$ cat src/rtl/tbg_pkg.sv
package tbg_pkg;
  typedef struct packed {
    logic load;       // accept current sample into output register
    logic last;       // accepted sample closes the window
    logic burstDone;  // window completed
    logic dropEdge;   // trigger edge ignored while open
    logic overflow;   // sample lost to backpressure
  } tbgStrobe_t;
endpackage

$ cat src/rtl/tbg_ctrl.sv
module tbg_ctrl
  import tbg_pkg::*;
#(
  parameter int LEN_W  = 16,
  parameter int SYNC_N = 2
) (
  input  logic             clk,
  input  logic             rst,
  input  logic             trigIn,
  input  logic             sampleValid,
  input  logic [LEN_W-1:0] burstLen,
  input  logic             outBusy,
  output tbgStrobe_t       strb
);
  localparam logic [LEN_W-1:0] LEN_ONE = LEN_W'(1);

  logic [SYNC_N-1:0] trigSync;
  logic              trigPrev;
  logic              trigEdge;
  logic              windowOpen;
  logic [LEN_W-1:0]  lenHeld;
  logic [LEN_W-1:0]  sampleIdx;
  logic              wanted;

  assign trigEdge = trigSync[SYNC_N-1] & ~trigPrev;
  assign wanted   = windowOpen & sampleValid;

  always_comb begin
    strb           = '0;
    strb.load      = wanted & ~outBusy;
    strb.overflow  = wanted & outBusy;
    strb.last      = strb.load & (sampleIdx == lenHeld - LEN_ONE);
    strb.burstDone = strb.last;
    strb.dropEdge  = trigEdge & windowOpen;
  end

  always_ff @(posedge clk) begin
    if (rst) begin
      trigSync   <= '0;
      trigPrev   <= 1'b0;
      windowOpen <= 1'b0;
      lenHeld    <= '0;
      sampleIdx  <= '0;
    end else begin
      trigSync <= {trigSync[SYNC_N-2:0], trigIn};
      trigPrev <= trigSync[SYNC_N-1];
      if (!windowOpen) begin
        if (trigEdge && burstLen != '0) begin
          windowOpen <= 1'b1;
          lenHeld    <= burstLen;
          sampleIdx  <= '0;
        end
      end else if (strb.load) begin
        if (strb.last) windowOpen <= 1'b0;
        else           sampleIdx  <= sampleIdx + LEN_ONE;
      end
    end
  end
endmodule

$ cat src/rtl/tbg_datapath.sv
module tbg_datapath
  import tbg_pkg::*;
#(
  parameter int DATA_W = 16,
  parameter int BCNT_W = 32,
  parameter int DCNT_W = 16
) (
  input  logic              clk,
  input  logic              rst,
  input  tbgStrobe_t        strb,
  input  logic [DATA_W-1:0] sampleData,
  input  logic              mTready,
  output logic [DATA_W-1:0] mTdata,
  output logic              mTvalid,
  output logic              mTlast,
  output logic              outBusy,
  output logic [BCNT_W-1:0] burstCount,
  output logic [DCNT_W-1:0] dropCount,
  output logic              overflowFlag
);
  assign outBusy = mTvalid & ~mTready;

  always_ff @(posedge clk) begin
    if (rst) begin
      mTdata  <= '0;
      mTvalid <= 1'b0;
      mTlast  <= 1'b0;
    end else if (strb.load) begin
      mTdata  <= sampleData;
      mTvalid <= 1'b1;
      mTlast  <= strb.last;
    end else if (mTready) begin
      mTvalid <= 1'b0;
      mTlast  <= 1'b0;
    end
  end

  always_ff @(posedge clk) begin
    if (rst) begin
      burstCount   <= '0;
      dropCount    <= '0;
      overflowFlag <= 1'b0;
    end else begin
      if (strb.burstDone) burstCount <= burstCount + BCNT_W'(1);
      if (strb.dropEdge)  dropCount  <= dropCount + DCNT_W'(1);
      if (strb.overflow)  overflowFlag <= 1'b1;
    end
  end
endmodule

$ cat src/rtl/trig_burst_gate.sv
module trig_burst_gate
  import tbg_pkg::*;
#(
  parameter int DATA_W = 16,
  parameter int LEN_W  = 16,
  parameter int BCNT_W = 32,
  parameter int DCNT_W = 16
) (
  input  logic              clk,
  input  logic              rst,
  input  logic              trigIn,
  input  logic [DATA_W-1:0] sampleData,
  input  logic              sampleValid,
  input  logic [LEN_W-1:0]  burstLen,
  output logic [DATA_W-1:0] mTdata,
  output logic              mTvalid,
  input  logic              mTready,
  output logic              mTlast,
  output logic [BCNT_W-1:0] burstCount,
  output logic [DCNT_W-1:0] dropCount,
  output logic              overflowFlag
);
  tbgStrobe_t strb;
  logic       outBusy;

  tbg_ctrl #(.LEN_W(LEN_W), .SYNC_N(2)) i_ctrl (
    .clk(clk), .rst(rst), .trigIn(trigIn), .sampleValid(sampleValid),
    .burstLen(burstLen), .outBusy(outBusy), .strb(strb)
  );

  tbg_datapath #(.DATA_W(DATA_W), .BCNT_W(BCNT_W), .DCNT_W(DCNT_W)) i_dp (
    .clk(clk), .rst(rst), .strb(strb), .sampleData(sampleData),
    .mTready(mTready), .mTdata(mTdata), .mTvalid(mTvalid), .mTlast(mTlast),
    .outBusy(outBusy), .burstCount(burstCount), .dropCount(dropCount),
    .overflowFlag(overflowFlag)
  );
endmodule

$ cat config.mk
export PLATFORM = sky130hd
export DESIGN_NAME = trig_burst_gate
export DESIGN_NICKNAME = d
export VERILOG_FILES = /design/src/rtl/tbg_pkg.sv /design/src/rtl/tbg_ctrl.sv /design/src/rtl/tbg_datapath.sv /design/src/rtl/trig_burst_gate.sv
export SDC_FILE = /design/constraint.sdc
export NUM_CORES = 1
export LEC_CHECK = 0
export ABC_AREA = 1
export BUFFER_PORTS_ARGS = -buffer_cell sky130_fd_sc_hd__buf_2
export CORE_ASPECT_RATIO = 1.75
export CORE_MARGIN = 2
export CORE_UTILIZATION = 35
export CTS_CLUSTER_SIZE = 28
export DETAILED_ROUTE_END_ITERATION = 10
export HOLD_SLACK_MARGIN = 0.03
export PLACE_DENSITY_LB_ADDON = 0.15
export SETUP_SLACK_MARGIN = 0.1
export SYNTH_ARGS = -nofsm -noshare
export SYNTH_HDL_FRONTEND = slang
export SYNTH_SLANG_ARGS = --single-unit
$ cat constraint.sdc
create_clock -name clk -period 3 [get_ports clk]
set_input_delay 0.3 -clock clk [delete_from_list [all_inputs] [get_ports clk]]
set_output_delay 0.3 -clock clk [all_outputs]
set_load 0.005 [all_outputs]
==> flow_summary.json, run 1 <==
{
  "fp.dieArea_sq_um": 18100,
  "synth_edf_count": 0,
  "rsz0062_at_grt": "false",
  "wl_per_cell_um": 14.7,
  "nets": 987,
  "syn_to_final_growth_pct": 16.8,
  "finalSetupViolations": 0,
  "reg2reg_from": "i_ctrl.lenHeld[0]",
  "hp-class": "in -> reg",
  "synth_area_sq_um": 5940,
  "finalClockSkew_ps": 10.4,
  "critPathMaxStageDelay_ps": 360,
  "fin_crit_sh": 0.772,
  "dpl.hpwl_um": 13300,
  "antenna_found_initial": 0,
  "drt_iter0_markers": 186,
  "gp_congestion": 0.884,
  "cts_root_buf": "clkbuf_16",
  "grt_pass1_wl_um": 27800,
  "slew_headroom": 0.508,
  "crit_chain": "inv_2, ha_1, nand2_2, inv_1, nand2_1, nand2_1, nand2_1, nand2_1, nor2_1, nand2_1, nor2_1, nand3_2, buf_4, xor2_1, nor2_1",
  "worstSetupEndpointType": "flip-flop",
  "min_period_ps": 2320,
  "critPathMaxFanout": 11,
  "cp.arrival_ps": 2520,
  "tightestPinTransition_ps": 739,
  "netlist_instances": 853,
  "clock_latency_ps": 340,
  "p_per_area_nw_per_um2": 452,
  "port_buffers": 103,
  "core_area_sq_um": 16800,
  "overflow": 0,
  "maxSlewViolCount": 0,
  "die_h_um": 176,
  "synth.area.top_cells": "dfxtp_1 35%, nand2_1 9.7%, nor2_1 8.7%",
  "crit_buf_inv": 3,
  "drc_errors": 0,
  "setup_tns_ps": 0,
  "firstDrtPassIters": 5,
  "worstSetupPathDepth": 15,
  "path_clk_slew_ps": 70,
  "max_freq_mhz": 432,
  "wl_um": 17300,
  "total_power_mw": 3.13,
  "path_delay_family": "simple AND/OR/NAND/NOR gates",
  "synth.net_count": 894,
  "postCtsHoldBufs": 0,
  "holdPathStages": 3,
  "cts.sinks": 103,
  "drive_above_1_share": 0.201,
  "start_util": 0.354,
  "yosys.area.top_type": "dfxtp_1",
  "synth_cell_types": 38,
  "ys_ff_latch": 103,
  "route.vias.total": 5789,
  "clockBufferDepth": 2,
  "cpMostUsedCell": "nand2_1",
  "r2r-end": "i_dp.burstCount[0]",
  "layout_commonest_cell": "nand2_1",
  "final_area_sq_um": 6940,
  "track_usage": 0.197,
  "final_cell_mix": "153 x nand2_1, 137 x nor2_1, 103 x dfxtp_1, 103 x buf_2, 71 x nand3_1",
  "ioPinCount": 104,
  "regToRegSetupSlack_ps": 680,
  "h-tree-depth": 3,
  "status": "complete, no violations",
  "ys_seq_area_frac": 0.347,
  "leakagePower_nw": 2.82,
  "numCtsBuffers": 9,
  "cp.required_ps": 3200,
  "first_global_vias": 5759,
  "placed_area_sq_um": 6600,
  "diodes": 0,
  "crit_path_top_delay_cell": "dfxtp_1",
  "rows": 63,
  "crit_type": "reg -> reg",
  "grt_max_degree": 61,
  "reg2reg_depth": 15,
  "fill_cells": 1867,
  "postCtsSetupRepairBufs": 0,
  "min_to": "i_ctrl.trigSync[0]",
  "ys_async_sr_fraction": 0,
  "maxCapViolations": 0,
  "via_per_inst": 4.92,
  "cts_resized": 0,
  "final_antenna_net_count": 0,
  "synth.top_cell.area_share": 0.347,
  "ys_warn_count": 0,
  "avgSynthCellArea_sq_um": 6.96,
  "irDropWorstVdd_v": 0.000326,
  "hold_viol": 0,
  "cts_tree": "built",
  "synth-main-ff-cell": "dfxtp_1",
  "startpoint_type": "flip-flop",
  "die_w_um": 102,
  "hold_path.startpoint": "trigIn"
}
## power breakdown
group | leakage (nW) | total, mW | internal, mW | switching (mW)
sequential | 0.833 | 1.41 | 1.39 | 0.0224
combinational | 1.83 | 0.390 | 0.136 | 0.253
clock | 0.158 | 1.33 | 0.810 | 0.520
## worst max-delay path by stage
stage               slack (ps)         startpoint              endpoint
floorplan                 1090  i_ctrl.lenHeld[0]  i_ctrl.sampleIdx[10]
global placement           740  i_ctrl.lenHeld[0]    i_dp.burstCount[0]
detailed placement         690  i_ctrl.lenHeld[0]    i_dp.burstCount[0]
CTS                        680  i_ctrl.lenHeld[0]    i_dp.burstCount[0]
global route               360  i_ctrl.lenHeld[0]  i_ctrl.sampleIdx[15]
finish                     680  i_ctrl.lenHeld[0]    i_dp.burstCount[0]
## registers in the layout, indices dropped and copies added, names as in the netlist
signal,cells
i_dp.burstCount,32
i_ctrl.lenHeld,16
i_ctrl.sampleIdx,16
i_dp.dropCount,16
i_dp.mTdata,16
i_ctrl.trigSync,2
i_ctrl.trigPrev,1
i_ctrl.windowOpen,1
i_dp.mTlast,1
i_dp.mTvalid,1
i_dp.overflowFlag,1
## worst min-delay path, delay by kind of cell
family | cells | cell delay, ps
and+or+nand+nor | 1 | 60
buffers and inverters | 2 | 100
## logic make-up (layout without fill, tap and decap cells)
group,after synthesis,in the layout,synth area share
AND/OR/NAND/NOR,469,469,0.370
buffers and inverters,101,197,0.0797
adder cells (fa/ha/maj),4,4,0.00843
AO/OA/AOI/OAI,118,118,0.109
flip-flops,103,103,0.347
XOR/XNOR,58,58,0.0856
## cell usage after synthesis (3+ instances only)
cell / n
nand2_1: 153
nor2_1: 137
dfxtp_1: 103
nand3_1: 71
inv_1: 63
a21oi_1: 58
o21ai_0: 43
xor2_1: 42
nand2_2: 22
nor3_1: 22
nand4_1: 16
xnor2_1: 16
clkbuf_1: 15
nor4_1: 15
nand3_2: 12
a21oi_2: 11
buf_6: 8
nor2_2: 6
ha_1: 4
inv_2: 4
nand3b_1: 4
nor3b_1: 3
o21a_1: 3
## final cells by class
| cell class | instances | area, sq um | area share |
|---|---|---|---|
| Inverter | 69 | 259 | 0.0373 |
| Sequential cell | 103 | 2060 | 0.297 |
| Multi-Input combinational cell | 649 | 3400 | 0.490 |
| Clock buffer | 9 | 225 | 0.0325 |
| Clock inverter | 5 | 106 | 0.0153 |
| Timing Repair Buffer | 114 | 598 | 0.0862 |
| Tap cell | 227 | 284 | 0.0410 |
## metrics by stage
stage                util  hold slack, ps  worst slack, ps  instances
floorplan               -             388             1090        853
global placement    0.393             415              736       1162
detailed placement  0.393             412              695       1162
CTS                 0.413             148              676       1176
global route        0.413             151              358       1176
finish              0.413             154              683       1176
## routing by layer
metal  routed length [um]  global-route usage
met3                  508              0.0257
met2                 9620               0.379
met4                  990               0.110
met1                 6180               0.193
met5                    0                   0
Note: power is estimated with default switching activity, not from simulation.
==> inputs of run 2 (changes only) <==
==> constraint.sdc (replaced) <==
create_clock -name clk -period 2.37 [get_ports clk]
set_input_delay 0.237 -clock clk [delete_from_list [all_inputs] [get_ports clk]]
set_output_delay 0.237 -clock clk [all_outputs]
set_load 0.005 [all_outputs]
==> run 2 against run 1 <==
Register-to-register slack got worse by 380 ps. Non-clock buffer count grew 16. Cell area rose by 1.7%. Core utilization up 0.70 points. Highest routed layer unchanged. Global-route usage increased by 0.48 points. Count of clock-buffer cells in the layout increased by 1. Hold slack worse by 66 ps. Die area did not move. Critical endpoint is now i_ctrl.sampleIdx[1]. Setup slack lost 380 ps.
==> flow_summary.json, run 2 (synthesized netlist as in run 1, its figures left out) <==
{
  "firstDrtPassIters": 4,
  "cts.sinks": 103,
  "fp.dieArea_sq_um": 18100,
  "rsz0062_at_grt": "true",
  "rows": 63,
  "layout_commonest_cell": "nand2_1",
  "grt_pass1_wl_um": 28000,
  "worstSetupEndpointType": "flip-flop",
  "fin_crit_sh": 0.874,
  "finalClockSkew_ps": 12.0,
  "tightestPinTransition_ps": 739,
  "finalSetupViolations": 0,
  "nets": 1003,
  "final_util": 0.420,
  "startpoint_type": "flip-flop",
  "max_freq_mhz": 483,
  "cts_tree": "built",
  "final_antenna_net_count": 0,
  "clockBufferDepth": 2,
  "p_per_area_nw_per_um2": 533,
  "antenna_found_initial": 0,
  "cts_root_buf": "clkbuf_16",
  "clock_latency_ps": 350,
  "regToRegSetupSlack_ps": 300,
  "cp.arrival_ps": 2350,
  "die_w_um": 102,
  "wl_um": 17800,
  "route.vias.total": 5801,
  "path_clk_slew_ps": 80,
  "drc_errors": 0,
  "hold_viol": 0,
  "critPathMaxFanout": 16,
  "largest_reg_flops": 32,
  "grt_max_degree": 61,
  "overflow": 0,
  "first_global_vias": 5602,
  "drive_above_1_share": 0.218,
  "ioPinCount": 104,
  "syn_to_final_growth_pct": 18.8,
  "total_power_mw": 3.76,
  "die_h_um": 176,
  "port_buffers": 103,
  "dpl.hpwl_um": 13900,
  "fill_cells": 1823,
  "drt_iter0_markers": 182,
  "top_register": "i_dp.burstCount",
  "h-tree-depth": 3,
  "start_util": 0.354,
  "track_usage": 0.201,
  "leakagePower_nw": 2.89,
  "via_per_inst": 4.86,
  "maxSlewViolCount": 0,
  "multiInputGateArea_sq_um": 3410,
  "regArea_sq_um": 2060,
  "numCtsBuffers": 9,
  "maxCapViolations": 0,
  "status": "complete, no violations",
  "wl_per_cell_um": 14.9,
  "setup_tns_ps": 0,
  "final_cell_mix": "153 x nand2_1, 137 x nor2_1, 103 x dfxtp_1, 103 x buf_2, 70 x nand3_1",
  "crit_type": "reg -> reg",
  "core_area_sq_um": 16800,
  "postCtsHoldBufs": 0,
  "gp_congestion": 0.921,
  "hp-class": "in -> reg",
  "min_period_ps": 2070,
  "irDropWorstVdd_v": 0.000286,
  "slew_headroom": 0.507,
  "cp.required_ps": 2650,
  "diodes": 0
}
==> run 2: final timing paths <==
path | start | to | cells after the start
max | i_ctrl.lenHeld[0] | i_ctrl.sampleIdx[1] | 15
min | trigIn | i_ctrl.trigSync[0] | 3
max reg2reg | i_ctrl.lenHeld[0] | i_ctrl.sampleIdx[1] | 15
min reg2reg | i_ctrl.trigSync[0] | i_ctrl.trigSync[1] | 2
==> run 2: per-stage QoR <==
step           setup slack (ps)  instances  instance area [sq um]  hold slack [ps]
3_5_place_dp                205       1178                   6750              402
3_3_place_gp                186       1178                   6750              395
6_report                    299       1194                   7050             87.6
5_1_grt                    63.3       1194                   7050             91.0
2_1_floorplan               457        853                   5940              344
4_1_cts                     192       1194                   7040             72.4
==> run 2: layer usage <==
| metal | track usage | vias to the layer above | part of all wire |
|---|---|---|---|
| met4 | 0.116 | 0 | 0.058 |
| met2 | 0.380 | 117 | 0.56 |
| li1 | - | 3014 | - |
| met3 | 0.0313 | 39 | 0.027 |
| met1 | 0.200 | 2631 | 0.36 |
| met5 | 0 | - | 0 |
==> run 2: layout make-up <==
class / instances / share of cell area
clock inverters: 6 / 0.00710
multi-input cells: 649 / 0.483
repair buffers: 130 / 0.106
clock buffers: 10 / 0.0339
well taps: 227 / 0.0403
inverters: 69 / 0.0367
flip-flops and latches: 103 / 0.292
==> run 2: worst max-delay path, cell delays in order (launching register included) <==
cell and delay (ps):
dfxtp_1 370, inv_2 60, ha_2 220, nand2_2 160, inv_1 60, nand2_1 80
nand2_1 50, nand2_1 80, nand2_1 50, nor2_1 80, nand2_1 50, nor2_1 130
nand3_2 160, nand2_4 250, nand2_1 90, a21oi_1 130
==> run 2: timing repair <==
item | CTS | global route
setup endpoints to repair | 0 | 52
buffers inserted | 0 | 0
resized for setup | 0 | 4
==> run 2: power by group <==
part           internal (mW)  switching (mW)
logic                  0.180           0.324
clock network          0.760           0.712
registers               1.76          0.0260
total                   2.70            1.06
